<file path="src/rtl/serial_regif_pkg.sv">
package serial_regif_pkg;
  localparam int FRAME_W  = 32;
  localparam int ADDR_W   = 3;
  localparam int DATA_W   = FRAME_W - ADDR_W;
  localparam int NUM_RW   = 5;
  localparam int READ_BIT = DATA_W - 1;
  localparam int SEL_W    = 4;
  localparam int SEL_LSB  = 27 - ADDR_W;

  localparam logic [ADDR_W-1:0] STAT_ADDR    = 3'd6;
  localparam logic [SEL_W-1:0]  SEL_READBACK = 4'b0111;

  typedef logic [DATA_W-1:0]  data_t;
  typedef logic [FRAME_W-1:0] frame_t;

  // bits that commit only on a register 0 write, per register, data-aligned
  localparam data_t BUF_MASK [NUM_RW] = '{
    29'h0000000, 29'h001F000, 29'h007FFFF, 29'h0000000, 29'h0000000
  };
endpackage

</file>
<file path="src/rtl/serial_regif_sync.sv">
module serial_regif_sync #(
  parameter int   STAGES  = 2,
  parameter logic RST_VAL = 1'b0
) (
  input  logic clk,
  input  logic rst_n,
  input  logic d_i,
  output logic q_o
);
  logic [STAGES-1:0] ff_q, ff_d;

  always_comb ff_d = {ff_q[STAGES-2:0], d_i};

  always_ff @(posedge clk or negedge rst_n) begin
    if (!rst_n) ff_q <= {STAGES{RST_VAL}};
    else        ff_q <= ff_d;
  end

  assign q_o = ff_q[STAGES-1];
endmodule

</file>
<file path="src/rtl/serial_regif_rx.sv">
module serial_regif_rx
  import serial_regif_pkg::*;
(
  input  logic   clk,
  input  logic   rst_n,
  input  logic   sclk_rise_i,
  input  logic   le_rise_i,
  input  logic   le_fall_i,
  input  logic   le_lvl_i,
  input  logic   dat_i,
  output logic   frm_vld_o,
  output frame_t frm_o
);
  localparam int CNT_MAX = FRAME_W + 1;
  localparam int CNT_W   = $clog2(CNT_MAX + 1);

  logic [CNT_W-1:0] cnt_q, cnt_d;
  frame_t           sh_q, sh_d;
  logic             vld_q, vld_d;
  logic             shift_en;

  always_comb begin
    shift_en = sclk_rise_i & ~le_lvl_i;
    sh_d     = shift_en ? {sh_q[FRAME_W-2:0], dat_i} : sh_q;
    cnt_d    = cnt_q;
    if (le_fall_i)
      cnt_d = '0;
    else if (shift_en && (cnt_q != CNT_W'(CNT_MAX)))
      cnt_d = cnt_q + 1'b1;
    vld_d = le_rise_i && (cnt_q == CNT_W'(FRAME_W));
  end

  always_ff @(posedge clk or negedge rst_n) begin
    if (!rst_n) begin
      cnt_q <= '0;
      sh_q  <= '0;
      vld_q <= 1'b0;
    end else begin
      cnt_q <= cnt_d;
      sh_q  <= sh_d;
      vld_q <= vld_d;
    end
  end

  assign frm_vld_o = vld_q;
  assign frm_o     = sh_q;
endmodule

</file>
<file path="src/rtl/serial_regif_bank.sv">
module serial_regif_bank
  import serial_regif_pkg::*;
#(
  parameter int CODE_W = 7
) (
  input  logic                         clk,
  input  logic                         rst_n,
  input  logic                         frm_vld_i,
  input  frame_t                       frm_i,
  input  logic                         stat_vld_i,
  input  logic [CODE_W-1:0]            stat_code_i,
  output logic [NUM_RW-1:0][DATA_W-1:0] cfg_o,
  output logic                         rd_start_o,
  output data_t                        rd_word_o
);
  logic [ADDR_W-1:0]             addr;
  data_t                         wdat;
  logic                          is_rd;
  logic [NUM_RW-1:0]             wr_en;
  logic [NUM_RW-1:0][DATA_W-1:0] pend_all;

  assign addr  = frm_i[ADDR_W-1:0];
  assign wdat  = frm_i[FRAME_W-1:ADDR_W];
  assign is_rd = wdat[READ_BIT];

  for (genvar i = 0; i < NUM_RW; i++) begin : g_reg
    data_t pend_q, pend_d;

    assign wr_en[i] = frm_vld_i & ~is_rd & (addr == ADDR_W'(i));

    always_comb pend_d = wr_en[i] ? wdat : pend_q;

    always_ff @(posedge clk or negedge rst_n) begin
      if (!rst_n) pend_q <= '0;
      else        pend_q <= pend_d;
    end

    assign pend_all[i] = pend_q;

    if (BUF_MASK[i] != '0) begin : g_buf
      data_t act_q, act_d;

      always_comb act_d = wr_en[0] ? (pend_q & BUF_MASK[i]) : act_q;

      always_ff @(posedge clk or negedge rst_n) begin
        if (!rst_n) act_q <= '0;
        else        act_q <= act_d;
      end

      assign cfg_o[i] = (pend_q & ~BUF_MASK[i]) | act_q;
    end else begin : g_direct
      assign cfg_o[i] = pend_q;
    end
  end

  logic  por_q, por_d;
  logic  sel_ok, addr_ok, start_d, start_q;
  data_t stat_word, rd_src, word_q, word_d;

  assign stat_word = DATA_W'({por_q, stat_vld_i, stat_code_i});
  assign sel_ok    = (pend_all[0][SEL_LSB +: SEL_W] == SEL_READBACK);

  always_comb begin
    addr_ok = 1'b0;
    rd_src  = '0;
    for (int k = 0; k < NUM_RW; k++) begin
      if (addr == ADDR_W'(k)) begin
        addr_ok = 1'b1;
        rd_src  = pend_all[k];
      end
    end
    if (addr == STAT_ADDR) begin
      addr_ok = 1'b1;
      rd_src  = stat_word;
    end
    start_d = frm_vld_i & is_rd & sel_ok & addr_ok;
    word_d  = start_d ? rd_src : word_q;
    por_d   = (start_d && (addr == STAT_ADDR)) ? 1'b0 : por_q;
  end

  always_ff @(posedge clk or negedge rst_n) begin
    if (!rst_n) begin
      por_q   <= 1'b1;
      start_q <= 1'b0;
      word_q  <= '0;
    end else begin
      por_q   <= por_d;
      start_q <= start_d;
      word_q  <= word_d;
    end
  end

  assign rd_start_o = start_q;
  assign rd_word_o  = word_q;
endmodule

</file>
<file path="src/rtl/serial_regif_rb.sv">
module serial_regif_rb
  import serial_regif_pkg::*;
(
  input  logic  clk,
  input  logic  rst_n,
  input  logic  start_i,
  input  data_t word_i,
  input  logic  sclk_rise_i,
  output logic  out_o
);
  localparam int CNT_W = $clog2(DATA_W + 1);

  logic [CNT_W-1:0] cnt_q, cnt_d;
  data_t            sh_q, sh_d;
  logic             out_q, out_d;

  always_comb begin
    cnt_d = cnt_q;
    sh_d  = sh_q;
    out_d = out_q;
    if (start_i) begin
      cnt_d = CNT_W'(DATA_W);
      sh_d  = word_i;
      out_d = 1'b0;
    end else if (sclk_rise_i) begin
      if (cnt_q != '0) begin
        out_d = sh_q[DATA_W-1];
        sh_d  = {sh_q[DATA_W-2:0], 1'b0};
        cnt_d = cnt_q - 1'b1;
      end else begin
        out_d = 1'b0;
      end
    end
  end

  always_ff @(posedge clk or negedge rst_n) begin
    if (!rst_n) begin
      cnt_q <= '0;
      sh_q  <= '0;
      out_q <= 1'b0;
    end else begin
      cnt_q <= cnt_d;
      sh_q  <= sh_d;
      out_q <= out_d;
    end
  end

  assign out_o = out_q;
endmodule

</file>
<file path="src/rtl/serial_regif.sv">
module serial_regif
  import serial_regif_pkg::*;
#(
  parameter int SYNC_STAGES = 2,
  parameter int CODE_W      = 7
) (
  input  logic              clk,
  input  logic              rst_n,
  input  logic              ser_clk_i,
  input  logic              ser_dat_i,
  input  logic              ser_le_i,
  input  logic              stat_vld_i,
  input  logic [CODE_W-1:0] stat_code_i,
  output logic              ser_out_o,
  output logic [DATA_W-1:0] cfg0_o,
  output logic [DATA_W-1:0] cfg1_o,
  output logic [DATA_W-1:0] cfg2_o,
  output logic [DATA_W-1:0] cfg3_o,
  output logic [DATA_W-1:0] cfg4_o
);
  localparam int          NUM_PINS = 3;
  localparam logic [2:0]  PIN_RST  = 3'b100;

  logic rst_sn;

  serial_regif_sync #(.STAGES(SYNC_STAGES), .RST_VAL(1'b0)) u_rst_sync (
    .clk(clk), .rst_n(rst_n), .d_i(1'b1), .q_o(rst_sn)
  );

  logic [NUM_PINS-1:0] pin_raw, pin_s;
  assign pin_raw = {ser_le_i, ser_clk_i, ser_dat_i};

  for (genvar p = 0; p < NUM_PINS; p++) begin : g_pin
    serial_regif_sync #(.STAGES(SYNC_STAGES), .RST_VAL(PIN_RST[p])) u_sync (
      .clk(clk), .rst_n(rst_sn), .d_i(pin_raw[p]), .q_o(pin_s[p])
    );
  end

  logic dat_s, sclk_s, le_s;
  logic sclk_d_q, le_d_q;
  logic sclk_rise, le_rise, le_fall;

  assign {le_s, sclk_s, dat_s} = pin_s;

  always_ff @(posedge clk or negedge rst_sn) begin
    if (!rst_sn) begin
      sclk_d_q <= 1'b0;
      le_d_q   <= 1'b1;
    end else begin
      sclk_d_q <= sclk_s;
      le_d_q   <= le_s;
    end
  end

  assign sclk_rise = sclk_s & ~sclk_d_q;
  assign le_rise   = le_s & ~le_d_q;
  assign le_fall   = ~le_s & le_d_q;

  logic   frm_vld;
  frame_t frm_word;

  serial_regif_rx u_rx (
    .clk(clk), .rst_n(rst_sn), .sclk_rise_i(sclk_rise), .le_rise_i(le_rise),
    .le_fall_i(le_fall), .le_lvl_i(le_s), .dat_i(dat_s),
    .frm_vld_o(frm_vld), .frm_o(frm_word)
  );

  logic [NUM_RW-1:0][DATA_W-1:0] cfg_arr;
  logic  rd_start;
  data_t rd_word;

  serial_regif_bank #(.CODE_W(CODE_W)) u_bank (
    .clk(clk), .rst_n(rst_sn), .frm_vld_i(frm_vld), .frm_i(frm_word),
    .stat_vld_i(stat_vld_i), .stat_code_i(stat_code_i),
    .cfg_o(cfg_arr), .rd_start_o(rd_start), .rd_word_o(rd_word)
  );

  serial_regif_rb u_rb (
    .clk(clk), .rst_n(rst_sn), .start_i(rd_start), .word_i(rd_word),
    .sclk_rise_i(sclk_rise), .out_o(ser_out_o)
  );

  assign cfg0_o = cfg_arr[0];
  assign cfg1_o = cfg_arr[1];
  assign cfg2_o = cfg_arr[2];
  assign cfg3_o = cfg_arr[3];
  assign cfg4_o = cfg_arr[4];
endmodule

</file>
<file path="config.mk">
export PLATFORM = sky130hd
export DESIGN_NAME = serial_regif
export DESIGN_NICKNAME = d
export VERILOG_FILES = /design/src/rtl/serial_regif_pkg.sv /design/src/rtl/serial_regif_sync.sv /design/src/rtl/serial_regif_rx.sv /design/src/rtl/serial_regif_bank.sv /design/src/rtl/serial_regif_rb.sv /design/src/rtl/serial_regif.sv
export SDC_FILE = /design/constraint.sdc
export NUM_CORES = 1
export LEC_CHECK = 0
export BUFFER_PORTS_ARGS = -buffer_cell sky130_fd_sc_hd__buf_2
export CELL_PAD_IN_SITES_DETAIL_PLACEMENT = 1
export CELL_PAD_IN_SITES_GLOBAL_PLACEMENT = 1
export CORE_ASPECT_RATIO = 0.7
export CORE_UTILIZATION = 51
export CTS_CLUSTER_DIAMETER = 30
export DETAILED_ROUTE_END_ITERATION = 8
export GPL_ROUTABILITY_DRIVEN = 0
export PLACE_DENSITY = 0.84
export SYNTH_ARGS = -nofsm -noshare
export SYNTH_HDL_FRONTEND = slang
export SYNTH_SLANG_ARGS = --single-unit
export TNS_END_PERCENT = 1
</file>
<file path="constraint.sdc">
create_clock -name clk -period 23.4 [get_ports clk]
set_input_delay 2.34 -clock clk [delete_from_list [all_inputs] [get_ports clk]]
set_output_delay 2.34 -clock clk [all_outputs]
set_load 0.1 [all_outputs]
</file>
Yosys cells after proc, flatten, opt, wreduce, memory -nomap -nowiden:

Index checks and enable logic that the tools add are counted.

* register bits: 284
* latch bits: 0
* bits in writable memories: 0
* ROM bits: 0
* input bits: 13
* output and inout port bits: 146
* logic and storage cells: 83
* memories: 0

* $add $sub $neg: 2
* multiply operators: 0
* divide/modulo/power cells: 0
* magnitude comparators: 0
* eq/ne operators: 8
* shift-type cells: 0
* mux-type cells: 23
* bitwise gates (word level): 19
* reduce and logical (&&, ||, !) cells: 9

Operators by type and width (count)
* 29-bit two-way mux: 9
* 29-bit by 17-bit OR with 29-bit output: 1
* 29-bit by 19-bit OR with 29-bit output: 1
* 5-bit two-way mux: 3
* 1-bit AND: 13
* 6-bit two-way mux: 2
* 1-bit two-way mux: 9
* 6-bit by 1-bit adder with 6-bit output, second input constant: 1
* 3-bit by 2-bit == test with 1-bit output, second input constant: 2
* 3-bit == test, second input constant: 2
* 6-bit == test, second input constant: 1
* 6-bit inequality test, second input constant: 1
* 2-bit nonzero test: 3
* 5-bit nonzero test: 1
* 5-bit by 1-bit subtractor with 5-bit output, second input constant: 1
* 4-bit by 3-bit == test with 1-bit output, second input constant: 1
* 1-bit NOT: 4
* 3-bit by 1-bit == test with 1-bit output, second input constant: 1
* 1-bit logical AND: 3
* 3-bit logical NOT: 1
* 2-bit AND reduction: 1

Longest topological paths before layout:

Gate-level depths: netlist of run 1.

* word-level depth: 9
* gate-level depth with buffers: 7
* mapped depth without buffers: 5

Hierarchy:

A second synthesis of run 1 with hierarchy kept.

* cells, all modules: 1065
* area, all modules: 12816.0 sq um

By module, submodules not included
* serial_regif_bank: times used 1, cells an instance 682, area an instance 9137.5 sq um, sequential area each 5006.1 sq um
* serial_regif_rb: times used 1, cells an instance 194, area an instance 1791.7 sq um, sequential area each 875.8 sq um
* serial_regif_rx: times used 1, cells an instance 175, area an instance 1607.8 sq um, sequential area each 975.9 sq um
* serial_regif_sync (g_pin[0].u_sync ...): times used 3, cells an instance 2, area an instance 50.0 sq um, sequential area each 50.0 sq um
* serial_regif: times used 1, cells an instance 6, area an instance 76.3 sq um, sequential area each 51.3 sq um
* serial_regif_sync (g_pin[2].u_sync): times used 1, cells an instance 2, area an instance 52.6 sq um, sequential area each 52.6 sq um

Worst setup path before layout of run 1:

OpenSTA, ideal clock, no wires.

* path kind: flip-flop to output port
* start point: register u_bank.g_reg[0].pend_q[25]
* end point: output cfg0_o[25]
* data arrival time: 933 ps
* required time: 21060 ps
* slack: 20127 ps
* cell stages (with the launch flop): 1
* path buffers: 0
* cell sequence: dfrtp_1

RTL lines
* from (decl): RTL line serial_regif_bank.sv:27 `data_t pend_q, pend_d;`
* from (signal assigned): RTL line serial_regif_bank.sv:35 `else pend_q <= pend_d;`
* to (decl): RTL line serial_regif.sv:15 `output logic [DATA_W-1:0] cfg0_o,`

No word-level cell between the ends.

Final worst setup path of run 1:

* start point: register u_bank.g_reg[3].pend_q[28]
* end point: output cfg3_o[28]

RTL lines
* from (decl): RTL line serial_regif_bank.sv:27
* from (signal assigned): RTL line serial_regif_bank.sv:35
* to (decl): RTL line serial_regif.sv:18 `output logic [DATA_W-1:0] cfg3_o,`

No word-level cell between the ends.

==> impl_metrics.yaml, run 1 <==
status:
  status: "complete, no violations"
route:
  met1_length_um: 16700
  wl_met3_um: 2580
  dr_wl_met2_um: 17700
  drtPass1Iterations: 4
  drtIter0Drc: 632
  routed.top_layer: "met5"
  wl_um: 37900
  vias: 9170
  antenna_left: 0
  vias_per_cell: 6.29
  wl_per_cell_um: 26.0
  drc: 0
synth:
  netlist_area_sq_mm: 0.0128
  ys_warn_count: 0
  syn-instance-count: 991
  synth_top_cell_area_share_pct: 54.9
  yosysSeqAreaShare_pct: 55.7
  synth_seq_cells: 284
  synth.most_common_cell: "dfrtp_1"
  ys.flop_type: "dfrtp_1"
  synth_area_leader_cell: "dfrtp_1"
  syn_nets: 1008
  synth_area_leaders: "dfrtp_1 (55%), mux2_2 (17%), or4bb_1 (2.6%)"
  syn_avg_cell_area_sq_um: 12.9
  synth_edf_count: 0
  ys_async_sr_fraction_pct: 100
  yosys-top-cells-count: "dfrtp_1 (280), mux2_2 (188), clkbuf_1 (49)"
  yosysUniqueCellTypes: 49
sta:
  finalHoldViolations: 0
  skew_ns: 0.0254
  worst_pin_slew_ns: 1.18
  grt_setup_unrepaired: "false"
  fmax_mhz: 259
  worst_slack_ns: 19.53
  min_period_ns: 3.87
  fin_crit_sh_pct: 16.5
  finalSetupViolations: 0
  maxSlewViolCount: 0
  slew_headroom_pct: 21.3
  fin_tns_setup_ns: 0
floorplan:
  die_area_sq_mm: 0.0257
  num_rows: 48
  io_pins: 159
  die_y_um: 134
  initial_core_util_pct: 51.8
  die_w_um: 191
  core_sq_mm: 0.0246
pwr:
  p_per_area_mw_per_mm2: 90.8
  cellLeakagePower_nw: 7.62
  peakVddDrop_mv: 0.0539
clocking:
  cts_max_path_buffers: 3
  insertion_delay_ns: 0.55
  cts.sinks: 284
  cts-buffers-inserted: 46
  cts.reportedPaths.clkPinSlew_ns: 0.06
  h-tree-depth: 2
  root_buffer: "clkbuf_16"
  cts-resized-gates: 0
  cts_tree: "built"
  hold_buffers: 0
  post_cts_buffers: 0
critical_path:
  required_ns: 21.06
  rrSetupSlack_ns: 20.22
  crit_slowest_cell: "dfrtp_1"
  cp-end-kind: "output port"
  critPathTopFamily: "flip-flops"
  arrival_ns: 1.53
  path_class: "register to output port"
  critical_path_buf_inv_count: 1
  critPathLaunchType: "register"
  path_max_fanout: 3
  path_cells: "buf_2"
  slowest_delay_ns: 0.49
global_route:
  grt_start_max_net_pins: 79
  grt-ovfl-total: 0
  first_global_vias: 9704
  grt_pass1_wl_um: 58900
  antenna_found_initial: 1
  grt_usage_pct: 30.1
place:
  dpl.hpwl_um: 21200
  io_buffers: 158
  dpl_cell_area_sq_mm: 0.0135
  dpl_worst_slack_ns: 20.13
layout:
  fillers: 2448
  area.growth.synth_to_final_pct: 18.8
  nNetsFinal: 1113
  final_core_utilization_pct: 61.5
  drive_gt1_share_pct: 43.7
  multiInputGateArea_sq_mm: 0.00505
  seq_area_sq_mm: 0.00712
  num_antenna_cells: 0
  stdcell_area_sq_mm: 0.0152
flow_run:
  cap_violations: 0
worst_hold_path:
  hp-class: "register to register"
## state kept, by name, indices dropped and copies added, names as in the netlist
signal,flops
u_rx.cnt_q,6
le_d_q,1
u_rx.frm_vld_o,1
u_bank.rd_word_o,29
u_rx.frm_o,32
sclk_d_q,1
u_bank.g.g_buf.act_q,24
g_pin.u_sync.ff_q,6
u_rst_sync.ff_q,2
u_rb.out_o,1
u_rb.sh_q,29
u_rb.cnt_q,5
u_bank.g.pend_q,145
u_bank.rd_start_o,1
u_bank.por_q,1
## cell families (layout without fill, tap and decap cells)
| family | count (synthesis) | in the layout | synth area share (%) |
|---|---|---|---|
| buffers and inverters | 121 | 264 | 4.91 |
| other | 1 | 1 | 0.0294 |
| DFF | 284 | 284 | 55.7 |
| muxes | 226 | 226 | 19.9 |
| and+or+nand+nor | 173 | 173 | 8.89 |
| adders and majority gates | 4 | 4 | 0.392 |
| AOI/OAI and AO/OA | 182 | 182 | 10.1 |
## where the power goes
part | switching [mW] | internal [mW] | total (mW)
sequential | 0.0160 | 0.500 | 0.516
clock | 0.247 | 0.479 | 0.726
combinational | 0.0942 | 0.0396 | 0.134
## area by class of cell
class                      instances  area share [%]
clock buffer                      65            8.87
inverter                           6           0.149
multi-input combinational        586            33.3
sequential                       284            47.0
tap                              325            2.68
clock inverter                    21            2.12
timing repair buffer             172            5.91
## cell usage in the layout (no fill, tap or decap), types with 20 or more instances in the layout
master and instances:
or2_2 22, a31oi_1 37, or4bb_1 29, mux2i_1 29
o221ai_1 20, a32o_1 20, mux2_2 188, nor2b_1 31
clkbuf_16 47, o21ai_0 32, buf_2 158, nor2_1 41
a21oi_1 36, dfrtp_1 276
## final timing paths
path | start | end | depth (start not counted)
worst max register to register | u_rx.frm_o[2] | u_bank.g_reg[4].pend_q[1] | 5
worst min register to register | u_rst_sync.ff_q[0] | u_rst_sync.ff_q[1] | 0
worst min-delay path | u_rst_sync.ff_q[0] | u_rst_sync.ff_q[1] | 0
min in group asynchronous | u_rst_sync.ff_q[1] | u_rx.frm_o[25] | 0
max in group asynchronous | u_rst_sync.ff_q[1] | u_bank.rd_start_o | 2
worst max-delay path | u_bank.g_reg[3].pend_q[28] | cfg3_o[28] | 1
## metrics by stage
step	hold WS (ns)	std cells	total power [mW]
2_1_floorplan	0.331	991	0.604
3_3_place_gp	0.336	1373	0.648
3_5_place_dp	0.339	1373	0.652
4_1_cts	0.349	1459	1.38
5_1_grt	0.360	1459	1.41
6_report	0.347	1459	1.38
## metal layers
metal / vias to the layer above / GRT usage [%]
met4: 2 / 10.4
met2: 371 / 46.6
li1: 3847 / -
met1: 4876 / 42.0
met5: - / 0
met3: 74 / 6.78
No activity file was read; power rests on OpenSTA's default activity.
==> run 2, diff against run 1 <==
ABC_AREA = 1   (was default)
CORE_UTILIZATION = 39   (was 51)
PLACE_DENSITY = 0.75   (was 0.84)
clock period = 3.4 ns   (was 23.4 ns; I/O delays follow)
==> run 2 against run 1 <==
Clock power grew to 8.2 times the previous value. Register-to-register slack lost 19 ns. Setup slack lost 19 ns. Count of clock-buffer cells in the layout shrank 5. Clock skew grew 0.0016 ns. Largest power group unchanged. Largest cell class unchanged. Total power grew to 7.3 times the previous value. Non-clock buffer count grew 14.
==> impl_metrics.yaml, run 2 <==
status:
  status: "complete, no violations"
sta:
  slew_headroom_pct: 27.0
  skew_ns: 0.0270
  maxSlewViolCount: 0
  fin_crit_sh_pct: 78.6
  grt_setup_unrepaired: "false"
  fmax_mhz: 374
  finalHoldViolations: 0
  hold_ws_ns: 0.0868
  fin_tns_setup_ns: 0
  worst_pin_slew_ns: 1.09
  min_period_ns: 2.67
  finalSetupViolations: 0
synth:
  synth_area_leaders: "dfrtp_1 (55%), nand2_1 (14%), o21ai_0 (10%)"
  synth_area_leader_cell: "dfrtp_1"
  syn-instance-count: 1567
  syn_nets: 1584
  synth.most_common_cell: "nand2_1"
  ys.flop_type: "dfrtp_1"
  synth_top_cell_area_share_pct: 55.2
  syn_avg_cell_area_sq_um: 8.10
  synth_edf_count: 0
  netlist_area_sq_mm: 0.0127
  yosysSeqAreaShare_pct: 56.0
  yosysUniqueCellTypes: 25
  synth_seq_cells: 284
  ys_warn_count: 0
  yosys-top-cells-count: "nand2_1 (489), dfrtp_1 (280), o21ai_0 (257)"
  ys_async_sr_fraction_pct: 100
route:
  antenna_left: 0
  wl_per_cell_um: 18.5
  wl_um: 39900
  drtIter0Drc: 797
  drc: 0
  drtPass1Iterations: 5
  vias: 11031
  vias_per_cell: 5.11
layout:
  num_antenna_cells: 0
  regMostFlops: "u_bank.g.pend_q"
  layout_commonest_cell: "nand2_1"
  mostFrequentLayoutCells: "nand2_1 (486), dfrtp_1 (278), o21ai_0 (257)"
  nNetsFinal: 1708
  area.growth.synth_to_final_pct: 23.5
  largest_reg_flops: 145
  drive_gt1_share_pct: 17.3
critical_path:
  path_class: "register to register"
  arrival_ns: 3.11
  critPathLaunchType: "register"
  slowest_delay_ns: 0.72
  crit_slowest_cell: "dfrtp_1"
  rr_worst_depth: 7
  path_cells: "nor2_4, nand2_2, buf_4, nor2_1, nor2_1, nand2_1, nand2_1"
  path_max_fanout: 26
  cp-end-kind: "register"
  required_ns: 3.84
floorplan:
  num_rows: 54
  io_pins: 159
  die_area_sq_mm: 0.0333
  core_sq_mm: 0.0316
  die_w_um: 218
  initial_core_util_pct: 40.2
  die_y_um: 153
clocking:
  cts-resized-gates: 0
  cts-buffers-inserted: 55
  cts_max_path_buffers: 3
  cts.sinks: 284
  h-tree-depth: 2
  root_buffer: "clkbuf_16"
  cts.reportedPaths.clkPinSlew_ns: 0.05
  cts_tree: "built"
  post_cts_buffers: 0
  insertion_delay_ns: 0.58
global_route:
  grt_usage_pct: 24.9
  antenna_found_initial: 0
  grt-ovfl-total: 0
  grt_pass1_wl_um: 65200
  grt_start_max_net_pins: 101
  first_global_vias: 11598
pwr:
  internal_power_mw: 7.54
  peakVddDrop_mv: 0.422
  p_per_area_mw_per_mm2: 636
  cellLeakagePower_nw: 8.09
  power.switching_mw: 2.44
  swShare_pct: 24.4
  combPwrFrac_pct: 5.3
  pwr-share-seq_pct: 34.8
  p_clk_share_pct: 59.8
flow_run:
  cap_violations: 0
place:
  io_buffers: 158
  dpl.hpwl_um: 25800
worst_hold_path:
  hp-class: "primary input to asynchronous set/reset pin"
==> run 2: cell count changes after synthesis, moves of 29 or more <==
cell / delta
a21oi_1: -35
mux2_2: -188
nor2_1: +113
a31oi_1: -37
nand2_1: +481
nand4_1: +34
mux2i_1: -29
nand3_1: +44
or4bb_1: -29
inv_1: +154
o21ai_0: +225
nor2b_1: -32
==> run 2: metrics by stage <==
step | cells | util, % | cell area, sq um | worst slack, ns | power [mW]
floorplan | 1567 | - | 12700 | 0.568 | 3.87
global placement | 2050 | 43.1 | 13600 | 0.983 | 4.03
detailed placement | 2050 | 43.1 | 13600 | 0.853 | 4.05
CTS | 2158 | 49.7 | 15700 | 0.743 | 10.1
global route | 2158 | 49.7 | 15700 | 0.540 | 10.3
finish | 2158 | 49.7 | 15700 | 0.727 | 9.98
==> run 2: logic make-up (layout without fill, tap and decap cells) <==
| group | after synthesis | in the layout | synth area share [%] |
|---|---|---|---|
| buf+inv | 282 | 453 | 10.0 |
| flops | 284 | 284 | 56.0 |
| compound gates | 258 | 258 | 10.2 |
| other cells | 1 | 1 | 0.0295 |
| fa+ha+maj | 4 | 4 | 0.394 |
| xor+xnor | 3 | 3 | 0.207 |
| simple gates | 735 | 735 | 23.2 |
==> run 2: what timing repair did <==
item	in CTS	in global routing
hold buffers	4	0
endpoints found under the hold margin	5	0
endpoints found under the setup margin	0	0
==> run 2: area by class of cell <==
| type | instances | area, sq um |
|---|---|---|
| clock buffers | 60 | 1410 |
| clock inverters | 44 | 638 |
| fillers | 3789 | 15900 |
| inverters | 163 | 612 |
| multi-input cells | 1001 | 4330 |
| flip-flops and latches | 284 | 7120 |
| well taps | 420 | 526 |
| repair buffers | 186 | 1050 |
==> run 2: per-layer routing <==
layer	track usage, %	share of wire [%]	vias to the layer above	wire (um)
met4	7.91	2.0	0	793
met3	4.28	5.0	63	2000
li1	-	-	5150	-
met2	39.7	46	263	18600
met5	0	0	-	0
met1	34.6	47	5555	18600
==> run 2: power groups by stage <==
stage | logic [mW] | registers, mW | clock network [mW]
2_1_floorplan | 0.324 | 3.54 | 0
3_3_place_gp | 0.502 | 3.52 | 0
3_5_place_dp | 0.526 | 3.53 | 0
4_1_cts | 0.536 | 3.47 | 6.06
5_1_grt | 0.592 | 3.48 | 6.20
6_report | 0.532 | 3.47 | 5.97
==> run 2: path summary, 6_finish.rpt <==
kind | startpoint | to | slack, ns
min in group clk | stat_code_i[1] | u_bank.rd_word_o[1] | 0.10
hold reg to reg | u_rst_sync.ff_q[0] | u_rst_sync.ff_q[1] | 0.35
max in group asynchronous | u_rst_sync.ff_q[1] | u_bank.g_reg[3].pend_q[18] | 1.99
setup / recovery | u_rx.frm_o[0] | u_bank.rd_word_o[19] | 0.73
setup reg to reg | u_rx.frm_o[0] | u_bank.rd_word_o[19] | 0.73
hold / removal | rst_n | u_rst_sync.ff_q[1] | 0.09
==> run 2: worst max-delay path, delay by kind of cell (launching register included) <==
kind,cells,cell delay (ns)
buffers and inverters,1,0.38
AND/OR/NAND/NOR,6,1.42
flip-flops,1,0.72
